[src/rtl/cbi_pkg.sv]
package cbi_pkg;
  typedef enum logic [1:0] {
    WRAP_NONE    = 2'd0,
    WRAP_TO_ZERO = 2'd1,
    WRAP_TO_MAX  = 2'd2
  } wrap_kind_e;
endpackage

[src/rtl/cbi_unpack.sv]
module cbi_unpack #(
  parameter int IDX_W  = 16,
  parameter int STEP_W = 16,
  parameter int LIM_W  = 32,
  localparam int WORD_W = IDX_W + STEP_W
) (
  input  logic [WORD_W-1:0] ctrl_word,
  input  logic [LIM_W-1:0]  limit_word,
  output logic [IDX_W-1:0]  cur_idx,
  output logic [STEP_W-1:0] step,
  output logic [IDX_W-1:0]  max_idx
);
  assign cur_idx = ctrl_word[IDX_W-1:0];
  assign step    = ctrl_word[WORD_W-1:IDX_W];
  assign max_idx = limit_word[IDX_W-1:0];

  generate
    if (LIM_W > IDX_W) begin : g_spare
      logic unused_limit_hi;
      assign unused_limit_hi = ^limit_word[LIM_W-1:IDX_W];
    end
  endgenerate
endmodule

[src/rtl/cbi_wrap.sv]
module cbi_wrap
  import cbi_pkg::*;
#(
  parameter int IDX_W  = 16,
  parameter int STEP_W = 16,
  localparam int WIDE_W = ((IDX_W > STEP_W) ? IDX_W : STEP_W) + 2
) (
  input  logic [IDX_W-1:0]  cur_idx,
  input  logic [STEP_W-1:0] step,
  input  logic [IDX_W-1:0]  max_idx,
  output logic [IDX_W-1:0]  new_idx
);
  logic signed [WIDE_W-1:0] idx_wide;
  logic signed [WIDE_W-1:0] step_wide;
  logic signed [WIDE_W-1:0] max_wide;
  logic signed [WIDE_W-1:0] sum_wide;
  logic                     step_pos;
  logic                     step_neg;
  wrap_kind_e               kind;

  assign idx_wide  = $signed({{(WIDE_W-IDX_W){1'b0}}, cur_idx});
  assign max_wide  = $signed({{(WIDE_W-IDX_W){1'b0}}, max_idx});
  assign step_wide = $signed({{(WIDE_W-STEP_W){step[STEP_W-1]}}, step});
  assign sum_wide  = idx_wide + step_wide;

  assign step_neg = step[STEP_W-1];
  assign step_pos = !step[STEP_W-1] && (|step);

  always_comb begin
    if (step_pos && (sum_wide > max_wide))
      kind = WRAP_TO_ZERO;
    else if (step_neg && (sum_wide < 0))
      kind = WRAP_TO_MAX;
    else
      kind = WRAP_NONE;
  end

  always_comb begin
    case (kind)
      WRAP_TO_ZERO: new_idx = '0;
      WRAP_TO_MAX:  new_idx = max_idx;
      default:      new_idx = sum_wide[IDX_W-1:0];
    endcase
  end
endmodule

[src/rtl/cbi_out_reg.sv]
module cbi_out_reg #(
  parameter int W = 32
) (
  input  logic         clk,
  input  logic         rst,
  input  logic         d_valid,
  input  logic [W-1:0] d_word,
  output logic         q_valid,
  output logic [W-1:0] q_word
);
  always_ff @(posedge clk) begin
    if (rst) begin
      q_valid <= 1'b0;
      q_word  <= '0;
    end else begin
      q_valid <= d_valid;
      if (d_valid) q_word <= d_word;
    end
  end


  valid_follow_chk: assert property (@(posedge clk) disable iff (rst)
    d_valid |=> q_valid);

  valid_idle_chk: assert property (@(posedge clk) disable iff (rst)
    !d_valid |=> !q_valid);

  word_hold_chk: assert property (@(posedge clk) disable iff (rst)
    !d_valid |=> $stable(q_word));
endmodule

[src/rtl/circ_index_step.sv]
module circ_index_step #(
  parameter int IDX_W   = 16,
  parameter int STEP_W  = 16,
  parameter int LIM_W   = 32,
  parameter bit OUT_REG = 1'b1,
  localparam int WORD_W = IDX_W + STEP_W
) (
  input  logic              clk,
  input  logic              rst,
  input  logic              in_valid,
  input  logic [WORD_W-1:0] ctrl_word,
  input  logic [LIM_W-1:0]  limit_word,
  output logic              out_valid,
  output logic [WORD_W-1:0] out_word
);
  logic [IDX_W-1:0]  cur_idx;
  logic [STEP_W-1:0] step;
  logic [IDX_W-1:0]  max_idx;
  logic [IDX_W-1:0]  new_idx;
  logic [WORD_W-1:0] next_word;

  cbi_unpack #(.IDX_W(IDX_W), .STEP_W(STEP_W), .LIM_W(LIM_W)) u_unpack (
    .ctrl_word (ctrl_word),
    .limit_word(limit_word),
    .cur_idx   (cur_idx),
    .step      (step),
    .max_idx   (max_idx)
  );

  cbi_wrap #(.IDX_W(IDX_W), .STEP_W(STEP_W)) u_wrap (
    .cur_idx(cur_idx),
    .step   (step),
    .max_idx(max_idx),
    .new_idx(new_idx)
  );

  assign next_word = {step, new_idx};

  generate
    if (OUT_REG) begin : g_reg
      cbi_out_reg #(.W(WORD_W)) u_out (
        .clk    (clk),
        .rst    (rst),
        .d_valid(in_valid),
        .d_word (next_word),
        .q_valid(out_valid),
        .q_word (out_word)
      );


      step_pass_chk: assert property (@(posedge clk) disable iff (rst)
        in_valid |=> out_word[WORD_W-1:IDX_W] == $past(ctrl_word[WORD_W-1:IDX_W]));

      pos_bound_chk: assert property (@(posedge clk) disable iff (rst)
        (in_valid && !ctrl_word[WORD_W-1] && |ctrl_word[WORD_W-1:IDX_W])
        |=> out_word[IDX_W-1:0] <= $past(limit_word[IDX_W-1:0]));

      neg_bound_chk: assert property (@(posedge clk) disable iff (rst)
        (in_valid && ctrl_word[WORD_W-1] && ctrl_word[IDX_W-1:0] <= limit_word[IDX_W-1:0])
        |=> out_word[IDX_W-1:0] <= $past(limit_word[IDX_W-1:0]));

      zero_step_chk: assert property (@(posedge clk) disable iff (rst)
        (in_valid && ctrl_word[WORD_W-1:IDX_W] == '0)
        |=> out_word[IDX_W-1:0] == $past(ctrl_word[IDX_W-1:0]));
    end else begin : g_comb
      logic unused_clk_rst;
      assign unused_clk_rst = clk ^ rst;
      assign out_valid = in_valid;
      assign out_word  = next_word;
    end
  endgenerate
endmodule

[config.mk]
export PLATFORM = sky130hd
export DESIGN_NAME = circ_index_step
export DESIGN_NICKNAME = d
export VERILOG_FILES = /design/src/rtl/cbi_pkg.sv /design/src/rtl/cbi_unpack.sv /design/src/rtl/cbi_wrap.sv /design/src/rtl/cbi_out_reg.sv /design/src/rtl/circ_index_step.sv
export SDC_FILE = /design/constraint.sdc
export NUM_CORES = 1
export LEC_CHECK = 0
export CAP_MARGIN = 20
export CORE_ASPECT_RATIO = 1.4
export CORE_MARGIN = 4
export CORE_UTILIZATION = 25
export DETAILED_ROUTE_END_ITERATION = 16
export PLACE_DENSITY_LB_ADDON = 0.2
export SETUP_SLACK_MARGIN = 0.05
export SKIP_LAST_GASP = 1
export SYNTH_ARGS = -nofsm -noshare
export SYNTH_HDL_FRONTEND = slang
export SYNTH_HIERARCHICAL = 1
export SYNTH_SLANG_ARGS = --single-unit
[constraint.sdc]
create_clock -name clk -period 4 [get_ports clk]
set_input_delay 0.4 -clock clk [delete_from_list [all_inputs] [get_ports clk]]
set_output_delay 0.4 -clock clk [all_outputs]
set_load 0.02 [all_outputs]
After elaboration in Yosys (flattened, before gate mapping). Index checks and enable logic that the tools add are counted.

Add/sub/neg operators: 1. $lt $le $gt $ge: 2. Equal/unequal tests: 2. Multiplexer cells: 3. Reductions and logical operators: 5.

Operator list (number): 16-bit one-hot mux with 2 select lines (1); 17-bit by 16-bit adder with 18-bit output (1); 18-bit by 17-bit > comparator with 1-bit output (1); 18-bit by 1-bit less-than comparator with 1-bit output (second input constant) (1); 16-bit OR reduction (1); 2-bit two-way mux (2); 1-bit logical AND (3); 2-bit by 1-bit equality test with 1-bit output (second input constant) (1); 2-bit equality test (second input constant) (1); 1-bit logical NOT (1).

Register bits after elaboration: 33. Bits of input ports: 67. Output and inout port bits: 33. Logic and storage cells: 15.

Logic depth before layout (Yosys ltp). Gate-level depths: netlist of run 1.

Depth in word-level cells: 7. Gate-level depth with buffers: 19. Gate-level depth less buffers: 17.

Cells and area by module. The synthesis of run 1 kept the hierarchy.

Modules (own cells, without submodules): cbi_wrap (instances 1, cells an instance 220, area an instance 1711.6 um^2); cbi_out_reg (instances 1, cells an instance 106, area an instance 1202.4 um^2); cbi_unpack (instances 1, cells an instance 48, area an instance 360.3 um^2).

Worst setup path after synthesis of run 1. OpenSTA, ideal clock, no wires.

Kind: input to register. Start: input ctrl_word[0]. End: register g_reg.u_out.q_word[3]. Data arrival time: 3.819 ns. Data required time: 3.938 ns. Slack: 0.118 ns. Cell stages on the path: 19. Path through: buf_4 > ha_1 > fa_1 > a211oi_1 > o21ai_1 > a31o_2 > nor3_2 > o21bai_1 > xnor2_1 > ha_1 > a21oi_1 > nor2b_1 > a2111oi_0 > o221ai_1 > a21o_4 > buf_12 > nor2_4 > mux2i_1 > nor2_2.

Longest elaborated chain between the ends: 7.

Ends and longest elaborated chain: from (decl) (RTL line circ_index_step.sv:11) `input logic [WORD_W-1:0] ctrl_word,`; 17-bit by 16-bit adder with 18-bit output * (RTL line cbi_wrap.sv:24) `assign sum_wide = idx_wide + step_wide;`; 18-bit by 1-bit less-than comparator with 1-bit output (RTL line cbi_wrap.sv:32) `else if (step_neg && (sum_wide < 0))`; 1-bit logical AND (RTL line cbi_wrap.sv:32); 2-bit two-way mux (RTL line cbi_wrap.sv:32); 2-bit two-way mux (RTL line cbi_wrap.sv:30) `if (step_pos && (sum_wide > max_wide))`; 2-bit equality test or 2-bit by 1-bit equality test with 1-bit output (tied branches) (RTL line cbi_wrap.sv:39) `case (kind)`; 16-bit one-hot mux with 2 select lines * (RTL line cbi_wrap.sv:39); net new_idx[3] (RTL line circ_index_step.sv:19) `logic [IDX_W-1:0] new_idx;`; to (signal assigned) (RTL line cbi_out_reg.sv:17) `if (d_valid) q_word <= d_word;`; to (decl) (RTL line cbi_out_reg.sv:9) `output logic [W-1:0] q_word`.

Mark *: on every way through the listed nets, which the timed path passes. The rest lies on a longest branch. A chain may end at the register's enable or synchronous reset.

Worst setup path in the final report of run 1.
Start: input ctrl_word[10]. End: register g_reg.u_out.q_word[14].

Same word-level chain as after synthesis.

==> flow_metrics.env, run 1 <==
export IMPL_status="complete, no violations"
export IMPL_report_final_slew_viol_count=0
export IMPL_grt_pass1_wl_mm=14.9
export IMPL_antenna_cells=0
export IMPL_fin_worst_skew_ns=0
export IMPL_synth_edf_count=0
export IMPL_grt_max_degree=34
export IMPL_critPathMostFrequentCell="nor2_1"
export IMPL_cts_buffers=5
export IMPL_internal_power_uw=995
export IMPL_fmax_ghz=0.263
export IMPL_design_area_sq_um=4740
export IMPL_synthesis_area_per_instance_sq_um=8.76
export IMPL_ir_drop_mv=0.163
export IMPL_finalCritPeriodShare_pct=95.2
export IMPL_worst_slew_pin_slew_ns=1.00
export IMPL_required_ns=4.22
export IMPL_crit_type="input port to flip-flop"
export IMPL_worst_slack_ns=0.192
export IMPL_hpwl_mm=7.42
export IMPL_grt_overflow=0
export IMPL_p_per_area_nw_per_um2=316
export IMPL_ios=100
export IMPL_fillers=1297
export IMPL_drive_above_1_share_pct=27.9
export IMPL_via_per_inst=4.52
export IMPL_first_iter_violations=86
export IMPL_nNetsFinal=574
export IMPL_r2r_setup_slack_ns=3.35
export IMPL_ys_types=58
export IMPL_crit_buf_inv=3
export IMPL_io_buffers=83
export IMPL_p_clk_share_pct=27.3
export IMPL_p_leak_uw=0.00216
export IMPL_min_period_ns=3.81
export IMPL_cp_start_kind="input port"
export IMPL_drc=0
export IMPL_crit_chain="clkdlybuf4s50_1 -> ha_4 -> and4_2 -> and2_1 -> a32oi_4 -> nand2b_1 -> a21oi_2 -> xnor2_1 -> ha_1 -> and3_4 -> buf_6 -> nand4_1 -> nor4_2 -> nor2_1 -> buf_4 -> a21o_4 -> a31oi_1 -> mux2i_1 -> nor2_1"
export IMPL_cp_end_kind="flip-flop"
export IMPL_switching_share_pct=33.6
export IMPL_yosysSeqAreaShare_pct=20.2
export IMPL_dieArea_sq_um=15000
export IMPL_final_cell_mix="clkdlybuf4s50_1 (69), buf_4 (67), mux2i_1 (40)"
export IMPL_synthCells=374
export IMPL_htreeDepth=2
export IMPL_dpl_cell_area_sq_um=4280
export IMPL_path_max_fanout=4
export IMPL_gp_congestion=0.816
export IMPL_grt_pass1_vias=2918
export IMPL_ctsLongestPathBuffers=2
export IMPL_final_antenna_net_count=0
export IMPL_ys_warnings_count=6
export IMPL_vias=2832
export IMPL_dieWidth_um=105
export IMPL_fp_dieH_um=143
export IMPL_layout_commonest_cell="clkdlybuf4s50_1"
export IMPL_final_setup_viol_count=0
export IMPL_synthArstFlopShare_pct=0
export IMPL_cts_root_buf="clkbuf_16"
export IMPL_wl_mm=9.33
export IMPL_grt_use_total_pct=12.5
export IMPL_clock_sinks=33
export IMPL_slowest_stage="clkdlybuf4s50_1"
export IMPL_start_util_pct=25.6
export IMPL_path_clk_slew_ns=0.05
export IMPL_cp_arrival_ns=4.03
export IMPL_wl_per_cell_um=14.9
export IMPL_syn_nets=476
export IMPL_cap_violations=0
export IMPL_antenna_found_initial=0
export IMPL_synth_seq_cells=33
export IMPL_finalPower_uw=1500
export IMPL_preCtsSetupSlack_ns=-0.553
export IMPL_num_rows=49
export IMPL_cpPeakStageDelay_ns=0.53
export IMPL_fin_util_pct=37.0
export IMPL_syn_area_sq_um=3270
export IMPL_hold_viol=0
export IMPL_netSwitchingPower_uw=504
export IMPL_crit_family="simple AND/OR/NAND/NOR gates"
export IMPL_worst_skew_pair_late_latency_ns=0.28
export IMPL_rsz0062_at_grt="no"
export IMPL_min_path_type="flip-flop to flip-flop"
export IMPL_pwr_share_seq_pct=24.9
export IMPL_synthFlopType="dfxtp_1"
export IMPL_area_growth_pct=44.8
export IMPL_drt_pre_antenna_iters=4
export IMPL_comb_power_share_pct=47.8
export IMPL_relSlewSlack_pct=33.2
export IMPL_core_area_sq_um=12800
export IMPL_cts_tree="built"
==> power groups by stage <==
| stage | Sequential, uW | Combinational (uW) | Clock [uW] |
|---|---|---|---|
| 6_report | 373 | 717 | 409 |
| 5_1_grt | 377 | 784 | 440 |
| 4_1_cts | 374 | 685 | 424 |
| 3_5_place_dp | 380 | 649 | 0 |
| 3_3_place_gp | 380 | 644 | 0 |
| 2_1_floorplan | 412 | 388 | 0 |
==> per-stage QoR <==
step | TNS [ns] | hold WS, ns | cells
global route | 0 | 0.499 | 626
finish | 0 | 0.493 | 626
CTS | 0 | 0.504 | 624
global placement | -5.71 | 0.480 | 610
detailed placement | -7.87 | 0.483 | 610
floorplan | 0 | 0.583 | 374
==> cell type report <==
| type | count | area (sq um) | area share [%] |
|---|---|---|---|
| Sequential cell | 33 | 661 | 13.9 |
| Clock buffer | 7 | 153 | 3.22 |
| Multi-Input combinational cell | 258 | 2260 | 47.7 |
| Inverter | 21 | 78.8 | 1.66 |
| Tap cell | 153 | 191 | 4.04 |
| Clock inverter | 1 | 5.00 | 0.106 |
| Timing Repair Buffer | 153 | 1390 | 29.3 |
==> cell usage after synthesis (all sizes together), types with 2 or more instances <==
cell | number | area, sq um
buf | 58 | 479
nor2 | 41 | 191
mux2i | 40 | 400
ha | 34 | 425
dfxtp | 33 | 661
a21oi | 23 | 134
inv | 21 | 78.8
nand2 | 20 | 75.1
xnor2 | 13 | 114
a21o | 10 | 83.8
o21ai | 9 | 48.8
nor3 | 7 | 45.0
a31oi | 6 | 37.5
a211oi | 5 | 47.5
clkbuf | 5 | 18.8
a2111oi | 4 | 60.1
nand3 | 4 | 20.0
nor2b | 4 | 25.0
nor4 | 4 | 25.0
and3 | 3 | 20.0
nand2b | 3 | 18.8
nor3b | 3 | 22.5
o21bai | 3 | 22.5
a31o | 2 | 26.3
and4 | 2 | 18.8
nand4 | 2 | 12.5
==> tightest hold or removal path, cell delays in order, from the launching register on <==
cell and delay (ns):
dfxtp_1 0.32, mux2i_1 0.06, nor2_1 0.07
==> logic make-up (layout without fill, tap and decap cells) <==
kind of cell,Yosys count,after routing,synth area share (%)
and+or+nand+nor,97,97,15.4
buffers and inverters,84,182,17.6
AOI/OAI and AO/OA,71,72,17.3
muxes,40,40,12.2
adders and majority gates,35,35,13.6
DFF,33,33,20.2
xor gates and xnor gates,14,14,3.74
==> registers in the layout, summed over array words and instances, names as in the netlist <==
name	flops
g_reg.u_out/q_valid	1
g_reg.u_out/q_word	32
==> metal layers <==
| layer | track usage (%) | wire, um | share of wire, % | vias to the layer above |
|---|---|---|---|---|
| li1 | - | - | - | 1465 |
| met1 | 13.6 | 3810 | 41 | 1305 |
| met2 | 23.6 | 4950 | 53 | 56 |
| met3 | 3.33 | 437 | 4.7 | 6 |
| met4 | 3.80 | 130 | 1.4 | 0 |
| met5 | 0 | 0 | 0 | - |
==> final timing paths <==
kind | depth (start not counted) | endpoint | start
setup / recovery | 19 | g_reg.u_out/q_word[14] | ctrl_word[10]
hold / removal | 2 | g_reg.u_out/q_word[9] | g_reg.u_out/q_word[9]
setup reg to reg | 2 | g_reg.u_out/q_word[3] | g_reg.u_out/q_word[3]
hold reg to reg | 2 | g_reg.u_out/q_word[9] | g_reg.u_out/q_word[9]
==> timing repair <==
item	in CTS	in global routing
hold buffers	0	0
cloned	1	0
endpoints found under the setup margin	16	16
pin swaps	18	21
gates resized for setup	15	39
buffers inserted	5	2
Power figures use the tool's default switching activity.
==> run 2, diff against run 1 <==
--- a/config.mk
+++ b/config.mk
@@ -8,7 +8,7 @@
 export CAP_MARGIN = 20
 export CORE_ASPECT_RATIO = 1.4
 export CORE_MARGIN = 4
-export CORE_UTILIZATION = 25
+export CORE_UTILIZATION = 40
 export DETAILED_ROUTE_END_ITERATION = 16
 export PLACE_DENSITY_LB_ADDON = 0.2
 export SETUP_SLACK_MARGIN = 0.05
==> constraint.sdc (replaced) <==
create_clock -name clk -period 3.95 [get_ports clk]
set_input_delay 0.395 -clock clk [delete_from_list [all_inputs] [get_ports clk]]
set_output_delay 0.395 -clock clk [all_outputs]
set_load 0.02 [all_outputs]
==> run 2 against run 1 <==
Effect of this change:
- clock skew is the same
- sequential share of layout area grew 0.18 points
- clock power shrank 29%
- clock-buffer cell count is the same
- worst setup slack lost 0.032 ns
- largest cell class unchanged
- largest power group unchanged
- core utilization grew 23 points
- cell area shrank 1.3%
- die area shrank 35%
- total power shrank 5.9%
- routed wire length shrank 3.0%
- first-iteration DRC count grew 12%
- register-to-register slack lost 0.04 ns
==> flow_metrics.env, run 2 (synthesized netlist as in run 1, its figures left out) <==
export IMPL_drt_pre_antenna_iters=4
export IMPL_design_area_sq_um=4680
export IMPL_p_per_area_nw_per_um2=301
export IMPL_drc=0
export IMPL_cts_root_buf="clkbuf_8"
export IMPL_via_per_inst=5.14
export IMPL_grt_max_degree=34
export IMPL_r2r_start="g_reg.u_out/q_word[13]"
export IMPL_cap_violations=0
export IMPL_p_leak_uw=0.00214
export IMPL_rr_worst_depth=2
export IMPL_antenna_found_initial=0
export IMPL_vias=3019
export IMPL_path_max_fanout=3
export IMPL_num_rows=38
export IMPL_startpoint="ctrl_word[24]"
export IMPL_finalCritPeriodShare_pct=96.0
export IMPL_hold_viol=0
export IMPL_grt_overflow=0
export IMPL_regArea_sq_um=661
export IMPL_grt_pass1_vias=3026
export IMPL_cp_end_kind="flip-flop"
export IMPL_ctsLongestPathBuffers=2
export IMPL_core_area_sq_um=7850
export IMPL_hp_start="ctrl_word[16]"
export IMPL_reg2reg_to="g_reg.u_out/q_word[13]"
export IMPL_area_growth_pct=42.9
export IMPL_cts_buffers=5
export IMPL_worst_slew_pin_slew_ns=1.01
export IMPL_top_register="g_reg.u_out/q_word"
export IMPL_fmax_ghz=0.264
export IMPL_hold_end="g_reg.u_out/q_word[16]"
export IMPL_final_antenna_net_count=0
export IMPL_fp_dieH_um=115
export IMPL_rsz0062_at_grt="no"
export IMPL_min_path_type="input port to flip-flop"
export IMPL_multi_input_area_sq_um=2290
export IMPL_final_cell_mix="buf_4 (84), clkdlybuf4s50_1 (60), mux2i_1 (40)"
export IMPL_cp_start_kind="input port"
export IMPL_clock_sinks=33
export IMPL_hpwl_mm=6.64
export IMPL_worst_skew_pair_late_latency_ns=0.29
export IMPL_start_util_pct=41.7
export IMPL_path_clk_slew_ns=0.07
export IMPL_layout_commonest_cell="buf_4"
export IMPL_wl_mm=9.05
export IMPL_top_regs="g_reg.u_out/q_word: 32 flops, g_reg.u_out/q_valid: 1 flops"
export IMPL_dieArea_sq_um=9720
export IMPL_r2r_setup_slack_ns=3.31
export IMPL_crit_type="input port to flip-flop"
export IMPL_grt_pass1_wl_mm=14.5
export IMPL_cts_tree="built"
export IMPL_largest_reg_flops=32
export IMPL_ir_drop_mv=0.186
export IMPL_relSlewSlack_pct=30.7
export IMPL_htreeDepth=2
export IMPL_grt_use_total_pct=18.5
export IMPL_io_buffers=83
export IMPL_gp_congestion=0.799
export IMPL_report_final_slew_viol_count=0
export IMPL_holdPathStages=4
export IMPL_fin_worst_skew_ns=0
export IMPL_dpl_cell_area_sq_um=4210
export IMPL_dieWidth_um=84.5
export IMPL_final_setup_viol_count=0
export IMPL_fillers=718
export IMPL_drive_above_1_share_pct=30.4
export IMPL_required_ns=4.13
export IMPL_first_iter_violations=96
export IMPL_cp_arrival_ns=3.97
export IMPL_min_period_ns=3.79
export IMPL_ios=100
export IMPL_finalPower_uw=1410
export IMPL_wl_per_cell_um=15.4
export IMPL_nNetsFinal=588
export IMPL_status="complete, no violations"
export IMPL_antenna_cells=0
==> run 2: cell types whose count changed in the layout (fill, tap and decap cells not counted), moves of 2 or more <==
cell and change:
clkdlybuf4s15_1 +3, buf_6 -2, buf_4 +17, ha_1 -3, clkbuf_2 +3, dlygate4sd2_1 +12, dlymetal6s2s_1 -9, ha_4 +4
clkbuf_8 +5, clkdlybuf4s50_1 -9, clkbuf_16 -5
==> run 2: what timing repair did <==
item	in CTS	in global routing
setup buffers	21	1
setup endpoints to repair	16	16
gates resized for setup	44	26
hold buffers	0	0
gates cloned	1	0
pin swaps	18	20
==> run 2: layout make-up <==
type / instances / share of cell area [%]
Clock buffer: 7 / 2.06
Clock inverter: 1 / 0.107
Inverter: 21 / 1.68
Multi-Input combinational cell: 258 / 49.0
Sequential cell: 33 / 14.1
Tap cell: 100 / 2.67
Timing Repair Buffer: 167 / 30.4
==> run 2: power breakdown <==
part	switching, uW	internal, uW	leakage, uW
Combinational	357	386	0.00181
Sequential	15.1	362	0.000272
Clock	133	158	0.0000542
Total	505	905	0.00214
==> run 2: worst max-delay path, stage by stage <==
cell           delay (ns)
dlygate4sd2_1        0.27
ha_4                 0.28
a21o_1               0.15
a31o_4               0.19
a31o_4               0.12
nor3_4               0.04
buf_4                0.13
buf_4                0.12
buf_4                0.12
buf_4                0.13
buf_4                0.12
buf_4                0.12
buf_4                0.12
buf_4                0.12
buf_4                0.12
buf_4                0.13
buf_4                0.12
buf_4                0.12
buf_4                0.13
buf_4                0.12
buf_4                0.12
buf_4                0.12
buf_4                0.13
mux2i_1              0.14
a31oi_1              0.10
mux2i_1              0.14
nor2_1               0.05
==> run 2: through the flow <==
stage / util, % / hold slack [ns] / setup WS, ns / cells / setup TNS (ns)
after floorplan: - / 0.583 / 0.0734 / 374 / 0
after global placement: 53.6 / 0.478 / -0.407 / 558 / -5.43
after detailed placement: 53.6 / 0.484 / -0.557 / 558 / -7.83
after CTS: 58.4 / 0.505 / 0.0587 / 586 / 0
after global routing: 59.7 / 0.473 / 0.00423 / 587 / 0
final: 59.7 / 0.459 / 0.160 / 587 / 0
==> run 2: worst max-delay path by stage <==
stage	endpoint	slack [ns]
CTS	g_reg.u_out/q_word[13]	0.06
global route	g_reg.u_out/q_word[0]	0.004
global placement	g_reg.u_out/q_word[0]	-0.41
finish	g_reg.u_out/q_word[14]	0.16
detailed placement	g_reg.u_out/q_word[0]	-0.56
floorplan	g_reg.u_out/q_word[3]	0.07
==> run 2: per-layer routing <==
| metal | global-route usage (%) | part of all wire [%] | routed length (um) |
|---|---|---|---|
| met5 | 0 | 0 | 0 |
| met2 | 35.2 | 53 | 4760 |
| met3 | 4.80 | 5.7 | 515 |
| met1 | 20.0 | 40 | 3580 |
| met4 | 5.39 | 2.2 | 197 |
==> run 3, diff against run 2 <==
--- a/config.mk
+++ b/config.mk
@@ -10,9 +10,11 @@
 export CORE_MARGIN = 4
 export CORE_UTILIZATION = 40
 export DETAILED_ROUTE_END_ITERATION = 16
+export DONT_BUFFER_PORTS = 1
 export PLACE_DENSITY_LB_ADDON = 0.2
 export SETUP_SLACK_MARGIN = 0.05
 export SKIP_LAST_GASP = 1
+export SLEW_MARGIN = 20
 export SYNTH_ARGS = -nofsm -noshare
 export SYNTH_HDL_FRONTEND = slang
 export SYNTH_HIERARCHICAL = 1
==> run 3 against run 2 <==
Effect of this change:
- routed wire length fell by 19%
- largest cell class unchanged
- first-iteration DRC count is 29% lower
- non-clock buffer count decreased by 142
==> flow_metrics.env, run 3 (synthesized netlist as in run 1, its figures left out) <==
export IMPL_grt_max_degree=34
export IMPL_hold_buffers=0
export IMPL_ios=100
export IMPL_cpPeakStageDelay_ns=0.41
export IMPL_grt_pass1_vias=2424
export IMPL_clock_sinks=33
export IMPL_via_per_inst=5.27
export IMPL_gp_congestion=0.780
export IMPL_rsz0062_at_grt="no"
export IMPL_final_cell_mix="mux2i_1 (40), nor2_1 (34), ha_1 (34)"
export IMPL_drive_above_1_share_pct=17.5
export IMPL_antenna_found_initial=0
export IMPL_path_max_fanout=9
export IMPL_wl_per_cell_um=16.6
export IMPL_top_regs="g_reg.u_out/q_word: 32 flops, g_reg.u_out/q_valid: 1 flops"
export IMPL_report_final_slew_viol_count=0
export IMPL_finalPower_uw=1110
export IMPL_drc=0
export IMPL_worst_slew_pin_slew_ns=0.514
export IMPL_cp_end_kind="flip-flop"
export IMPL_fin_cells=443
export IMPL_crit_chain="ha_1 -> fa_1 -> a211oi_2 -> o21ai_1 -> a31o_2 -> nor3_2 -> o21bai_1 -> xnor2_1 -> ha_1 -> a21oi_1 -> nor2b_1 -> a2111oi_2 -> buf_4 -> o221ai_1 -> a21o_4 -> a2111oi_2 -> mux2i_1 -> nor2_1"
export IMPL_largest_reg_flops=32
export IMPL_hpwl_mm=5.94
export IMPL_top_register="g_reg.u_out/q_word"
export IMPL_final_antenna_net_count=0
export IMPL_path_clk_slew_ns=0.07
export IMPL_core_area_sq_um=7850
export IMPL_dieArea_sq_um=9720
export IMPL_cts_buffers=5
export IMPL_cap_violations=0
export IMPL_grt_overflow=0
export IMPL_fmax_ghz=0.273
export IMPL_io_buffers=0
export IMPL_p_leak_uw=0.00147
export IMPL_cp_start_kind="input port"
export IMPL_area_growth_pct=-2.67
export IMPL_dp_cells=436
export IMPL_fp_dieH_um=115
export IMPL_antenna_cells=0
export IMPL_start_util_pct=41.7
export IMPL_ctsLongestPathBuffers=2
export IMPL_htreeDepth=2
export IMPL_dieWidth_um=84.5
export IMPL_final_setup_viol_count=0
export IMPL_finalCritPeriodShare_pct=92.8
export IMPL_layout_commonest_cell="mux2i_1"
export IMPL_first_iter_violations=68
export IMPL_fin_worst_skew_ns=0
export IMPL_min_period_ns=3.66
export IMPL_drt_pre_antenna_iters=4
export IMPL_fillers=814
export IMPL_ir_drop_mv=0.226
export IMPL_crit_type="input port to flip-flop"
export IMPL_vias=2336
export IMPL_worst_skew_pair_late_latency_ns=0.28
export IMPL_num_rows=38
export IMPL_cts_root_buf="clkbuf_8"
export IMPL_grt_pass1_wl_mm=12.2
export IMPL_slowest_stage="fa_1"
export IMPL_p_per_area_nw_per_um2=349
export IMPL_relSlewSlack_pct=65.7
export IMPL_grt_use_total_pct=15.5
export IMPL_required_ns=4.17
export IMPL_wl_mm=7.34
export IMPL_min_path_type="input port to flip-flop"
export IMPL_status="complete, no violations"
export IMPL_cp_arrival_ns=3.89
export IMPL_nNetsFinal=445
export IMPL_cts_tree="built"
export IMPL_hold_viol=0
## run 3: changes by cell type in the layout (fill, tap and decap cells not counted), sizes merged
cell / delta
a21o: -1
buf: -60
clkbuf: -4
clkdlybuf4s15: -4
clkdlybuf4s50: -60
clkinv: -1
dlygate4sd2: -13
dlymetal6s2s: -1
## run 3: timing repair
item                                    in CTS  in global routing
pin swaps                                    0                  0
gates resized for setup                      1                  2
endpoints found under the setup margin       2                 14
setup buffers                                0                  0
## run 3: through the flow
stage / hold slack, ns / utilization, % / cell area (sq um) / worst slack [ns] / setup TNS, ns
after floorplan: 0.583 / - / 3270 / 0.0734 / 0
after global placement: 0.470 / 39.4 / 3090 / -0.223 / -2.55
after detailed placement: 0.471 / 39.4 / 3090 / -0.260 / -3.23
after CTS: 0.150 / 40.5 / 3180 / 0.0959 / 0
after global routing: 0.146 / 40.6 / 3190 / 0.0696 / 0
final: 0.166 / 40.6 / 3190 / 0.285 / 0
## run 3: worst max-delay path, delay by kind of cell
family                   cells  cell delay (ns)
AO/OA/AOI/OAI                9             1.86
adder cells (fa/ha/maj)      3             0.90
AND/OR/NAND/NOR              3             0.30
buffers and inverters        1             0.17
XOR/XNOR                     1             0.14
multiplexers                 1             0.12
## run 3: area by class of cell
cell class / count / area [sq um] / area share [%]
Clock buffer: 7 / 86.3 / 2.71
Inverter: 21 / 78.8 / 2.47
Multi-Input combinational cell: 257 / 2050 / 64.3
Sequential cell: 33 / 661 / 20.7
Tap cell: 100 / 125 / 3.93
Timing Repair Buffer: 25 / 188 / 5.89
## run 3: worst paths after layout
kind / from / end / slack [ns] / cells past startpoint
hold reg to reg: g_reg.u_out/q_word[25] / g_reg.u_out/q_word[25] / 0.61 / 2
setup reg to reg: g_reg.u_out/q_word[5] / g_reg.u_out/q_word[5] / 3.23 / 2
hold / removal: rst / g_reg.u_out/q_word[28] / 0.17 / 1
setup / recovery: ctrl_word[0] / g_reg.u_out/q_word[13] / 0.29 / 18
## run 3: routing by layer
layer | part of all wire (%) | vias to the layer above | global-route usage (%)
met5 | 0 | - | 0
met4 | 0.91 | 0 | 3.80
met3 | 8.3 | 5 | 6.09
met2 | 50 | 59 | 27.5
met1 | 41 | 1073 | 17.5
li1 | - | 1199 | -
## run 3: power breakdown
part	internal, uW	switching [uW]
logic	214	222
registers	362	54.4
clock network	138	122
total	714	399
